--- src/rtl/dpSeqPkg.sv ---
package dpSeqPkg;
  localparam int CYC_W = 2;

  typedef enum logic [CYC_W-1:0] {
    CYC_S    = 2'b00,
    CYC_N    = 2'b01,
    CYC_I    = 2'b10,
    CYC_IDLE = 2'b11
  } cycKind_e;

  typedef enum logic [2:0] {
    ST_IDLE,
    ST_SHIFT,
    ST_EXEC,
    ST_FETCH,
    ST_FILL1,
    ST_FILL2
  } seqState_e;

  // strobes from control to datapath
  typedef struct packed {
    logic accept;
    logic issueS;
    logic issueN;
    logic issueI;
    logic refill;
    logic last;
  } seqStrobe_t;
endpackage

--- src/rtl/dpSeqCtrl.sv ---
module dpSeqCtrl
  import dpSeqPkg::*;
(
  input  logic       clk,
  input  logic       rstN,
  input  logic       start,
  input  logic       regShift,
  input  logic       pcWrite,
  input  logic       pcHeld,
  output seqStrobe_t strobe
);
  seqState_e stateQ, stateD;

  always_comb begin
    stateD = stateQ;
    unique case (stateQ)
      ST_IDLE: if (start) begin
        if (regShift)     stateD = ST_SHIFT;
        else if (pcWrite) stateD = ST_FETCH;
        else              stateD = ST_EXEC;
      end
      ST_SHIFT: stateD = pcHeld ? ST_FETCH : ST_EXEC;
      ST_FETCH: stateD = ST_FILL1;
      ST_FILL1: stateD = ST_FILL2;
      ST_FILL2: stateD = ST_IDLE;
      ST_EXEC:  stateD = ST_IDLE;
      default:  stateD = ST_IDLE;
    endcase
  end

  always_ff @(posedge clk) begin
    if (!rstN) stateQ <= ST_IDLE;
    else       stateQ <= stateD;
  end

  always_comb begin
    strobe        = '0;
    strobe.accept = (stateQ == ST_IDLE) && start;
    strobe.issueI = (stateQ == ST_SHIFT);
    strobe.issueN = (stateQ == ST_FETCH);
    strobe.issueS = (stateQ == ST_EXEC) || (stateQ == ST_FILL1) || (stateQ == ST_FILL2);
    strobe.refill = (stateQ == ST_FETCH) || (stateQ == ST_FILL1) || (stateQ == ST_FILL2);
    strobe.last   = (stateQ == ST_EXEC) || (stateQ == ST_FILL2);
  end
endmodule

--- src/rtl/dpSeqPath.sv ---
module dpSeqPath
  import dpSeqPkg::*;
(
  input  logic             clk,
  input  logic             rstN,
  input  seqStrobe_t       strobe,
  input  logic             pcWrite,
  output logic             pcHeld,
  output logic [CYC_W-1:0] cycType,
  output logic             refill,
  output logic             done
);
  // program-counter flag kept for use after an internal cycle
  always_ff @(posedge clk) begin
    if (!rstN)              pcHeld <= 1'b0;
    else if (strobe.accept) pcHeld <= pcWrite;
  end

  cycKind_e kind;
  always_comb begin
    if (strobe.issueI)      kind = CYC_I;
    else if (strobe.issueN) kind = CYC_N;
    else if (strobe.issueS) kind = CYC_S;
    else                    kind = CYC_IDLE;
  end

  assign cycType = kind;
  assign refill  = strobe.refill;
  assign done    = strobe.last;
endmodule

--- src/rtl/dpCycleSeq.sv ---
module dpCycleSeq
  import dpSeqPkg::*;
(
  input  logic       clk,
  input  logic       rstN,
  input  logic       start,
  input  logic       regShift,
  input  logic       pcWrite,
  output logic [1:0] cycType,
  output logic       refill,
  output logic       done
);
  seqStrobe_t strobe;
  logic       pcHeld;

  dpSeqCtrl ctrl_i (
    .clk(clk), .rstN(rstN), .start(start), .regShift(regShift),
    .pcWrite(pcWrite), .pcHeld(pcHeld), .strobe(strobe)
  );

  dpSeqPath path_i (
    .clk(clk), .rstN(rstN), .strobe(strobe), .pcWrite(pcWrite),
    .pcHeld(pcHeld), .cycType(cycType), .refill(refill), .done(done)
  );
endmodule

--- config.mk ---
export PLATFORM = sky130hd
export DESIGN_NAME = dpCycleSeq
export DESIGN_NICKNAME = d
export VERILOG_FILES = /design/src/rtl/dpSeqPkg.sv /design/src/rtl/dpSeqCtrl.sv /design/src/rtl/dpSeqPath.sv /design/src/rtl/dpCycleSeq.sv
export SDC_FILE = /design/constraint.sdc
export NUM_CORES = 1
export LEC_CHECK = 0
export ABC_AREA = 1
export BUFFER_PORTS_ARGS = -buffer_cell sky130_fd_sc_hd__clkbuf_2
export CORE_AREA = 2 2 39 41
export CTS_BUF_LIST = sky130_fd_sc_hd__clkbuf_4 sky130_fd_sc_hd__clkbuf_8
export DETAILED_ROUTE_END_ITERATION = 6
export DIE_AREA = 0 0 41 43
export GPL_TIMING_DRIVEN = 0
export PLACE_DENSITY = 0.43
export SKIP_CTS_REPAIR_TIMING = 1
export SYNTH_ARGS = -nofsm -noshare
export SYNTH_HDL_FRONTEND = slang
export SYNTH_HIERARCHICAL = 1
export SYNTH_SLANG_ARGS = --single-unit
--- constraint.sdc ---
create_clock -name clk -period 2.4 [get_ports clk]
set_input_delay 0.24 -clock clk [delete_from_list [all_inputs] [get_ports clk]]
set_output_delay 0.24 -clock clk [all_outputs]
set_load 0.01 [all_outputs]
* Word-level counts from Yosys, hierarchy flattened
Cells that the tools add are included.
** Storage, ports and cells
- Register bits :: 4
- Output and inout bits :: 4
** Cells by class
- Mux-type cells :: 8
- Reductions and logical operators :: 7
- Equality and inequality tests :: 6
** Operators with widths (count)
- $pmux W3 S4 :: 1
- $eq A3 B2 Y1 const B :: 2
- $eq A3 B3 Y1 const B :: 2
- $mux W2 :: 3
- $mux W3 :: 2
- $logic_or A1 B1 Y1 :: 5
- $eq A3 B1 Y1 const B :: 1
- $logic_not A3 Y1 :: 1
- $mux W1 :: 2
- $ne A2 B2 Y1 const B :: 1
- $logic_and A1 B1 Y1 :: 1

* Logic depth before layout (Yosys ltp)
Gate-level depths: netlist of run 1.
- Depth after elaboration :: 6
- Mapped depth :: 7
- Depth with buffers taken out :: 6

* Hierarchy
The synthesis of run 1 kept the hierarchy.
** By module, submodules not included
- dpSeqCtrl :: cells each 39, seq. area each 60.1 sq um, instances 1, area each 231.5 sq um
- dpSeqPath :: cells each 11, seq. area each 20.0 sq um, instances 1, area each 72.6 sq um

* Worst setup path after synthesis of run 1
Ideal clock, no wire load.
- Path kind :: reg-to-output
- From :: register ctrl_i.stateQ[1]
- To :: output cycType[0]
- Path slack :: 1234 ps
- Path buffers :: 0
- Arrival :: 926 ps
- Stages on the path, launching flop included :: 5
- Path through :: dfxtp_1 > inv_2 > nand3_1 > nand3_1 > a21oi_1
** RTL lines
- from (decl) :: line dpSeqCtrl.sv:12 : seqState_e stateQ, stateD;
- from (signal assigned) :: line dpSeqCtrl.sv:33 : else stateQ <= stateD;
- to (decl) :: line dpCycleSeq.sv:9 : output logic [1:0] cycType,

==> results.py, run 1 <==
metrics = {
    "final_layout": {
        "area_growth_syn_to_layout_pct": 27.16,
        "fin_area_um2": 386.6,
        "fin_nets": 68,
        "fillers": 161,
        "drive_gt1_share_pct": 31.15,
        "n_antenna_cell": 0,
    },
    "timing": {
        "timing.fmax_mhz": 647.2,
        "hold_viol_final": 0,
        "grt_setup_unrepaired": "false",
        "hold_slack_ns": 0.2349,
        "setup_viol": 0,
        "skew_ns": 0.01046,
        "tightest_slew_ns": 0.3892,
        "fin_crit_ns": 1.545,
        "fin_crit_sh_pct": 64.38,
        "slew_violations": 0,
        "final.setup.tns_ns": 0,
        "relSlewSlack_pct": 73.82,
    },
    "critical_path": {
        "crit_path_start_kind": "flip-flop",
        "regToRegSetupSlack_ns": 1.29,
        "r2r-start": "ctrl_i/stateQ[0]",
        "worst_ep_arrival_time_ns": 1.31,
        "cpMaxStageDelayCell": "dfxtp_1",
        "reg2reg_depth": 5,
        "cp_data_required_time_ns": 2.16,
        "worstReg2RegEnd": "path_i/pcHeld",
        "crit_chain": "inv_1 > nand2_1 > o21ai_1 > inv_1 > nand2_1 > buf_4 > clkbuf_2",
        "critPathCaptureType": "output port",
        "cp_max_fo": 5,
        "path_class": "reg2out",
        "slowest_delay_ns": 0.40,
    },
    "power_and_ir_drop": {
        "irDropWorstVdd_v": 0.0002345,
        "leakage_nw": 0.2132,
        "p_per_area_nw_per_um2": 651.3,
    },
    "yosys": {
        "ys_seq_area_share_pct": 26.34,
        "ys_warn_count": 6,
        "synth_top_area_share_pct": 26.34,
        "yosysUniqueCellTypes": 16,
        "synthesis.nets": 55,
        "syn_area_um2": 304.0,
        "syn_area_per_cell_um2": 6.081,
        "synth_cells": 50,
        "synth.ff_latch_count": 4,
        "synthTopCellsByArea": "dfxtp_1, inv_1, nand2_1, nand3_1, nor2_1",
        "yosys.area.top_type": "dfxtp_1",
    },
    "status": {
        "outcome": "complete, no violations",
    },
    "routing": {
        "via_count": 309,
        "final_antenna_net_count": 0,
        "route.detailed.drc": 0,
        "first_iter_violations": 1,
        "detail_route.wl_per_cell_um": 7.312,
        "via_per_inst": 4.013,
        "firstDrtPassIters": 4,
        "wirelength_um": 563,
    },
    "worst_hold_path": {
        "hold_path_depth": 3,
        "hold_start": "rstN",
        "hold_path_end": "path_i/pcHeld",
        "hold_class": "in2reg",
    },
    "cts": {
        "htreeDepth": 1,
        "cts_tree": "built",
        "cts_inserted_buffers": 3,
        "path_clk_slew_ns": 0.04,
        "cts_sinks": 4,
        "cts-root-buf": "clkbuf_4",
        "clock_path_buffers": 2,
        "insertion_delay_ns": 0.23,
    },
    "floorplanning": {
        "coreArea_um2": 1384,
        "fp.dieW_um": 41,
        "die-area_um2": 1763,
        "start_util_pct": 21.97,
        "ios": 9,
        "rows": 14,
        "die_h_um": 43,
    },
    "global_route": {
        "grt_pass1_wl_um": 979,
        "grt-ovfl-total": 0,
        "antenna_found_initial": 0,
        "grt_pass1_vias": 257,
        "grt_util_all_layers_pct": 8.853,
        "grt_max_degree": 9,
    },
    "placed_design": {
        "portBuffers": 8,
        "dp_hpwl_um": 475.9,
        "place_area_um2": 364.1,
        "gp_congestion": 0.6702,
    },
    "flow_run": {
        "drv_cap": 0,
    },
}
## layout make-up
| type | instances | area, um2 | area share [%] |
|---|---|---|---|
| multi-input cells | 31 | 152.6 | 39.48 |
| flip-flops and latches | 4 | 80.08 | 20.71 |
| inverters | 12 | 45.04 | 11.65 |
| repair buffers | 8 | 40.04 | 10.36 |
| plain buffers | 3 | 26.28 | 6.796 |
| clock buffers | 3 | 22.52 | 5.825 |
| well taps | 16 | 20.02 | 5.178 |
## worst max path at each step
stage                     start    endpoint  slack (ns)  cells after the start
2_1_floorplan  ctrl_i/stateQ[1]  cycType[0]        1.23                      4
3_3_place_gp   ctrl_i/stateQ[1]  cycType[0]        1.09                      5
3_5_place_dp   ctrl_i/stateQ[1]  cycType[0]        1.10                      5
4_1_cts        ctrl_i/stateQ[1]  cycType[0]        0.85                      5
5_1_grt        ctrl_i/stateQ[2]      refill        0.73                      7
6_report       ctrl_i/stateQ[2]      refill        0.85                      7
## cells in the mapped netlist
master,count
o21bai_1,1
buf_4,2
nand2_2,1
o21ai_1,1
nor2_1,6
nor2_4,1
dfxtp_1,4
nand2_1,9
nand3_1,6
a21oi_1,2
o211ai_1,1
nor2_2,2
buf_6,1
inv_2,1
inv_1,11
nor4_1,1
## through the flow
stage	std cells	setup WS (ns)	utilization, %	power, mW
global route	77	0.7286	27.94	0.2783
detailed placement	74	1.098	26.31	0.1714
finish	77	0.8549	27.94	0.2518
CTS	77	0.8512	27.94	0.2584
global placement	74	1.094	26.31	0.1724
floorplan	50	1.234	-	0.1493
## report_power, final
| part | leakage (nW) | total, mW | internal, mW | switching, mW |
|---|---|---|---|---|
| combinational | 0.167 | 0.0883 | 0.0403 | 0.0480 |
| clock | 0.0138 | 0.0824 | 0.0558 | 0.0266 |
| sequential | 0.0328 | 0.0811 | 0.0743 | 0.00675 |
## worst max-delay path: cells and delay by family, from the launching register on
family / cells / cell delay, ns
flops: 1 / 0.40
simple gates: 2 / 0.15
compound gates: 1 / 0.06
buf+inv: 4 / 0.45
## cells by family (layout without fill, tap and decap cells)
logic type	count (synthesis)	after routing	synth area share, %
and+or+nand+nor	26	26	40.33
buffers and inverters	15	26	23.45
AOI/OAI and AO/OA	5	5	9.877
DFF	4	4	26.34
## cell usage in the layout (no fill, tap or decap), drive strengths merged
cell type,n
buf,3
nor2,9
nand3,6
nand2,10
clkbuf,11
o21bai,1
dfxtp,4
nor4,1
inv,12
o21ai,1
o211ai,1
a21oi,2
## routing by layer
layer | vias up | track usage (%) | part of all wire [%]
li1 | 174 | - | -
met1 | 125 | 10.36 | 50
met2 | 8 | 10.94 | 41
met3 | 2 | 3.141 | 7.3
met4 | 0 | 10.00 | 1.8
met5 | - | 0 | 0
## registers in the layout, summed over array words and instances, names as in the netlist
register,count
ctrl_i/stateQ,3
path_i/pcHeld,1
No activity file was read; power rests on OpenSTA's default activity.
==> inputs of run 2 (changes only) <==
- clock period: 2.4 -> 1.5 ns (I/O delays scaled with it)
==> run 2 against run 1 <==
Compared with the run above: final cell count rose by 1.3%; combinational power is 63% higher; critical path type unchanged; utilization is 0.72 points higher; wire length shrank 1.1%; clock power is 60% higher; die area is the same; via count grew 1.6%; clock-buffer cell count is the same; flip-flop and latch count unchanged; highest routed layer unchanged; sequential share of layout area is 0.11 points higher; total power increased by 61%; register-to-register slack worse by 0.89 ns.
==> results.py, run 2 (synthesized netlist as in run 1, its figures left out) <==
metrics = {
    "placed_design": {
        "dp.cells": 74,
        "dp_hpwl_um": 475.9,
        "gp_congestion": 0.6702,
        "portBuffers": 8,
    },
    "timing": {
        "slew_violations": 0,
        "relSlewSlack_pct": 74.50,
        "tightest_slew_ns": 0.3790,
        "skew_ns": 0.01044,
        "timing.fmax_mhz": 735.4,
        "setup_viol": 0,
        "hold_viol_final": 0,
        "fin_crit_sh_pct": 90.66,
        "fin_crit_ns": 1.360,
        "grt_setup_unrepaired": "false",
        "final.setup.tns_ns": 0,
    },
    "routing": {
        "detail_route.wl_per_cell_um": 7.141,
        "route.detailed.drc": 0,
        "via_per_inst": 4.026,
        "final_antenna_net_count": 0,
        "wirelength_um": 557,
        "firstDrtPassIters": 3,
        "via_count": 314,
        "first_iter_violations": 4,
    },
    "cts": {
        "htreeDepth": 1,
        "cts_inserted_buffers": 3,
        "cts_sinks": 4,
        "insertion_delay_ns": 0.23,
        "clock_path_buffers": 2,
        "path_clk_slew_ns": 0.04,
        "cts-root-buf": "clkbuf_4",
        "cts_tree": "built",
    },
    "final_layout": {
        "n_antenna_cell": 0,
        "final_cell_mix": "inv_1, nand2_1, clkbuf_2, nand3_1, nor2_1",
        "area_growth_syn_to_layout_pct": 30.45,
        "fin_nets": 69,
        "largest_registers": "ctrl_i/stateQ: 3 flops, path_i/pcHeld: 1 flops",
        "drive_gt1_share_pct": 37.10,
        "finalNonFillerCells": 78,
        "top_register": "ctrl_i/stateQ",
        "largest_register_ffs": 3,
        "layout_commonest_cell": "inv_1",
    },
    "critical_path": {
        "slowest_delay_ns": 0.29,
        "worst_ep_arrival_time_ns": 1.21,
        "critPathCaptureType": "output port",
        "critPathBufInv": 4,
        "cp_data_required_time_ns": 1.35,
        "crit_chain": "buf_6 > nor2_4 > nand2_2 > o21ai_1 > inv_1 > nand2_1 > buf_4 > clkbuf_2",
        "cpMaxStageDelayCell": "dfxtp_1",
        "cp_max_fo": 8,
        "cpLargestDelayFamily": "buffers and inverters",
        "crit_path_start_kind": "flip-flop",
        "path_class": "reg2out",
    },
    "global_route": {
        "grt_pass1_wl_um": 979,
        "antenna_found_initial": 0,
        "grt-ovfl-total": 0,
        "grt_pass1_vias": 257,
        "grt_max_degree": 9,
        "grt_util_all_layers_pct": 8.853,
    },
    "floorplanning": {
        "fp.dieW_um": 41,
        "coreArea_um2": 1384,
        "start_util_pct": 21.97,
        "die_h_um": 43,
        "die-area_um2": 1763,
        "rows": 14,
        "ios": 9,
    },
    "power_and_ir_drop": {
        "leakage_nw": 0.2186,
        "p_per_area_nw_per_um2": 1025,
        "total_power_mw": 0.4064,
        "irDropWorstVdd_v": 0.0003750,
    },
    "status": {
        "outcome": "complete, no violations",
    },
    "worst_hold_path": {
        "hold_class": "in2reg",
    },
    "flow_run": {
        "drv_cap": 0,
    },
}
==> run 2: changes by cell type in the layout (fill, tap and decap cells not counted) <==
cell	change
inv_1	-1
dfxtp_2	+2
buf_4	+1
inv_2	+1
dfxtp_1	-2
==> run 2: worst paths after layout <==
| kind | slack [ns] | to | start | cells after the start |
|---|---|---|---|---|
| worst min-delay path | 0.15 | path_i/pcHeld | rstN | 3 |
| worst max-delay path | 0.14 | refill | ctrl_i/stateQ[0] | 8 |
| worst min register to register | 0.49 | path_i/pcHeld | path_i/pcHeld | 2 |
| worst max register to register | 0.40 | path_i/pcHeld | ctrl_i/stateQ[0] | 5 |
==> run 2: routing by layer <==
layer,part of all wire [%],global-route usage [%],vias to the layer above
li1,-,-,176
met1,48,10.36,128
met2,42,10.94,8
met3,7.4,3.141,2
met4,1.8,10.00,0
met5,0,0,-
==> run 2: power breakdown <==
part	switching, mW	total [mW]	internal, mW
registers	0.0108	0.131	0.120
logic	0.0773	0.144	0.0666
clock network	0.0424	0.132	0.0893
==> run 2: tightest hold or removal path, stage by stage <==
cell and delay [ns]:
clkbuf_2 0.09, nand2_1 0.07, nor2_2 0.03
==> run 2: final cells by class <==
cell class / count / area, um2
plain buffers: 3 / 26.28
clock buffers: 3 / 22.52
fillers: 158 / 987.2
inverters: 12 / 45.04
multi-input cells: 31 / 152.6
flip-flops and latches: 4 / 82.58
well taps: 16 / 20.02
repair buffers: 9 / 47.55
==> run 2: metrics by stage <==
| step | utilization, % | hold WS (ns) | cell area, um2 | worst slack, ns |
|---|---|---|---|---|
| after detailed placement | 26.31 | 0.3939 | 364.1 | 0.2883 |
| final | 28.66 | 0.1451 | 396.6 | 0.1402 |
| after global placement | 26.31 | 0.3947 | 364.1 | 0.2844 |
| after floorplan | - | 0.2847 | 304.0 | 0.4244 |
| after global routing | 28.66 | 0.1528 | 396.6 | 0.01549 |
| after CTS | 27.94 | 0.1386 | 386.6 | 0.04121 |
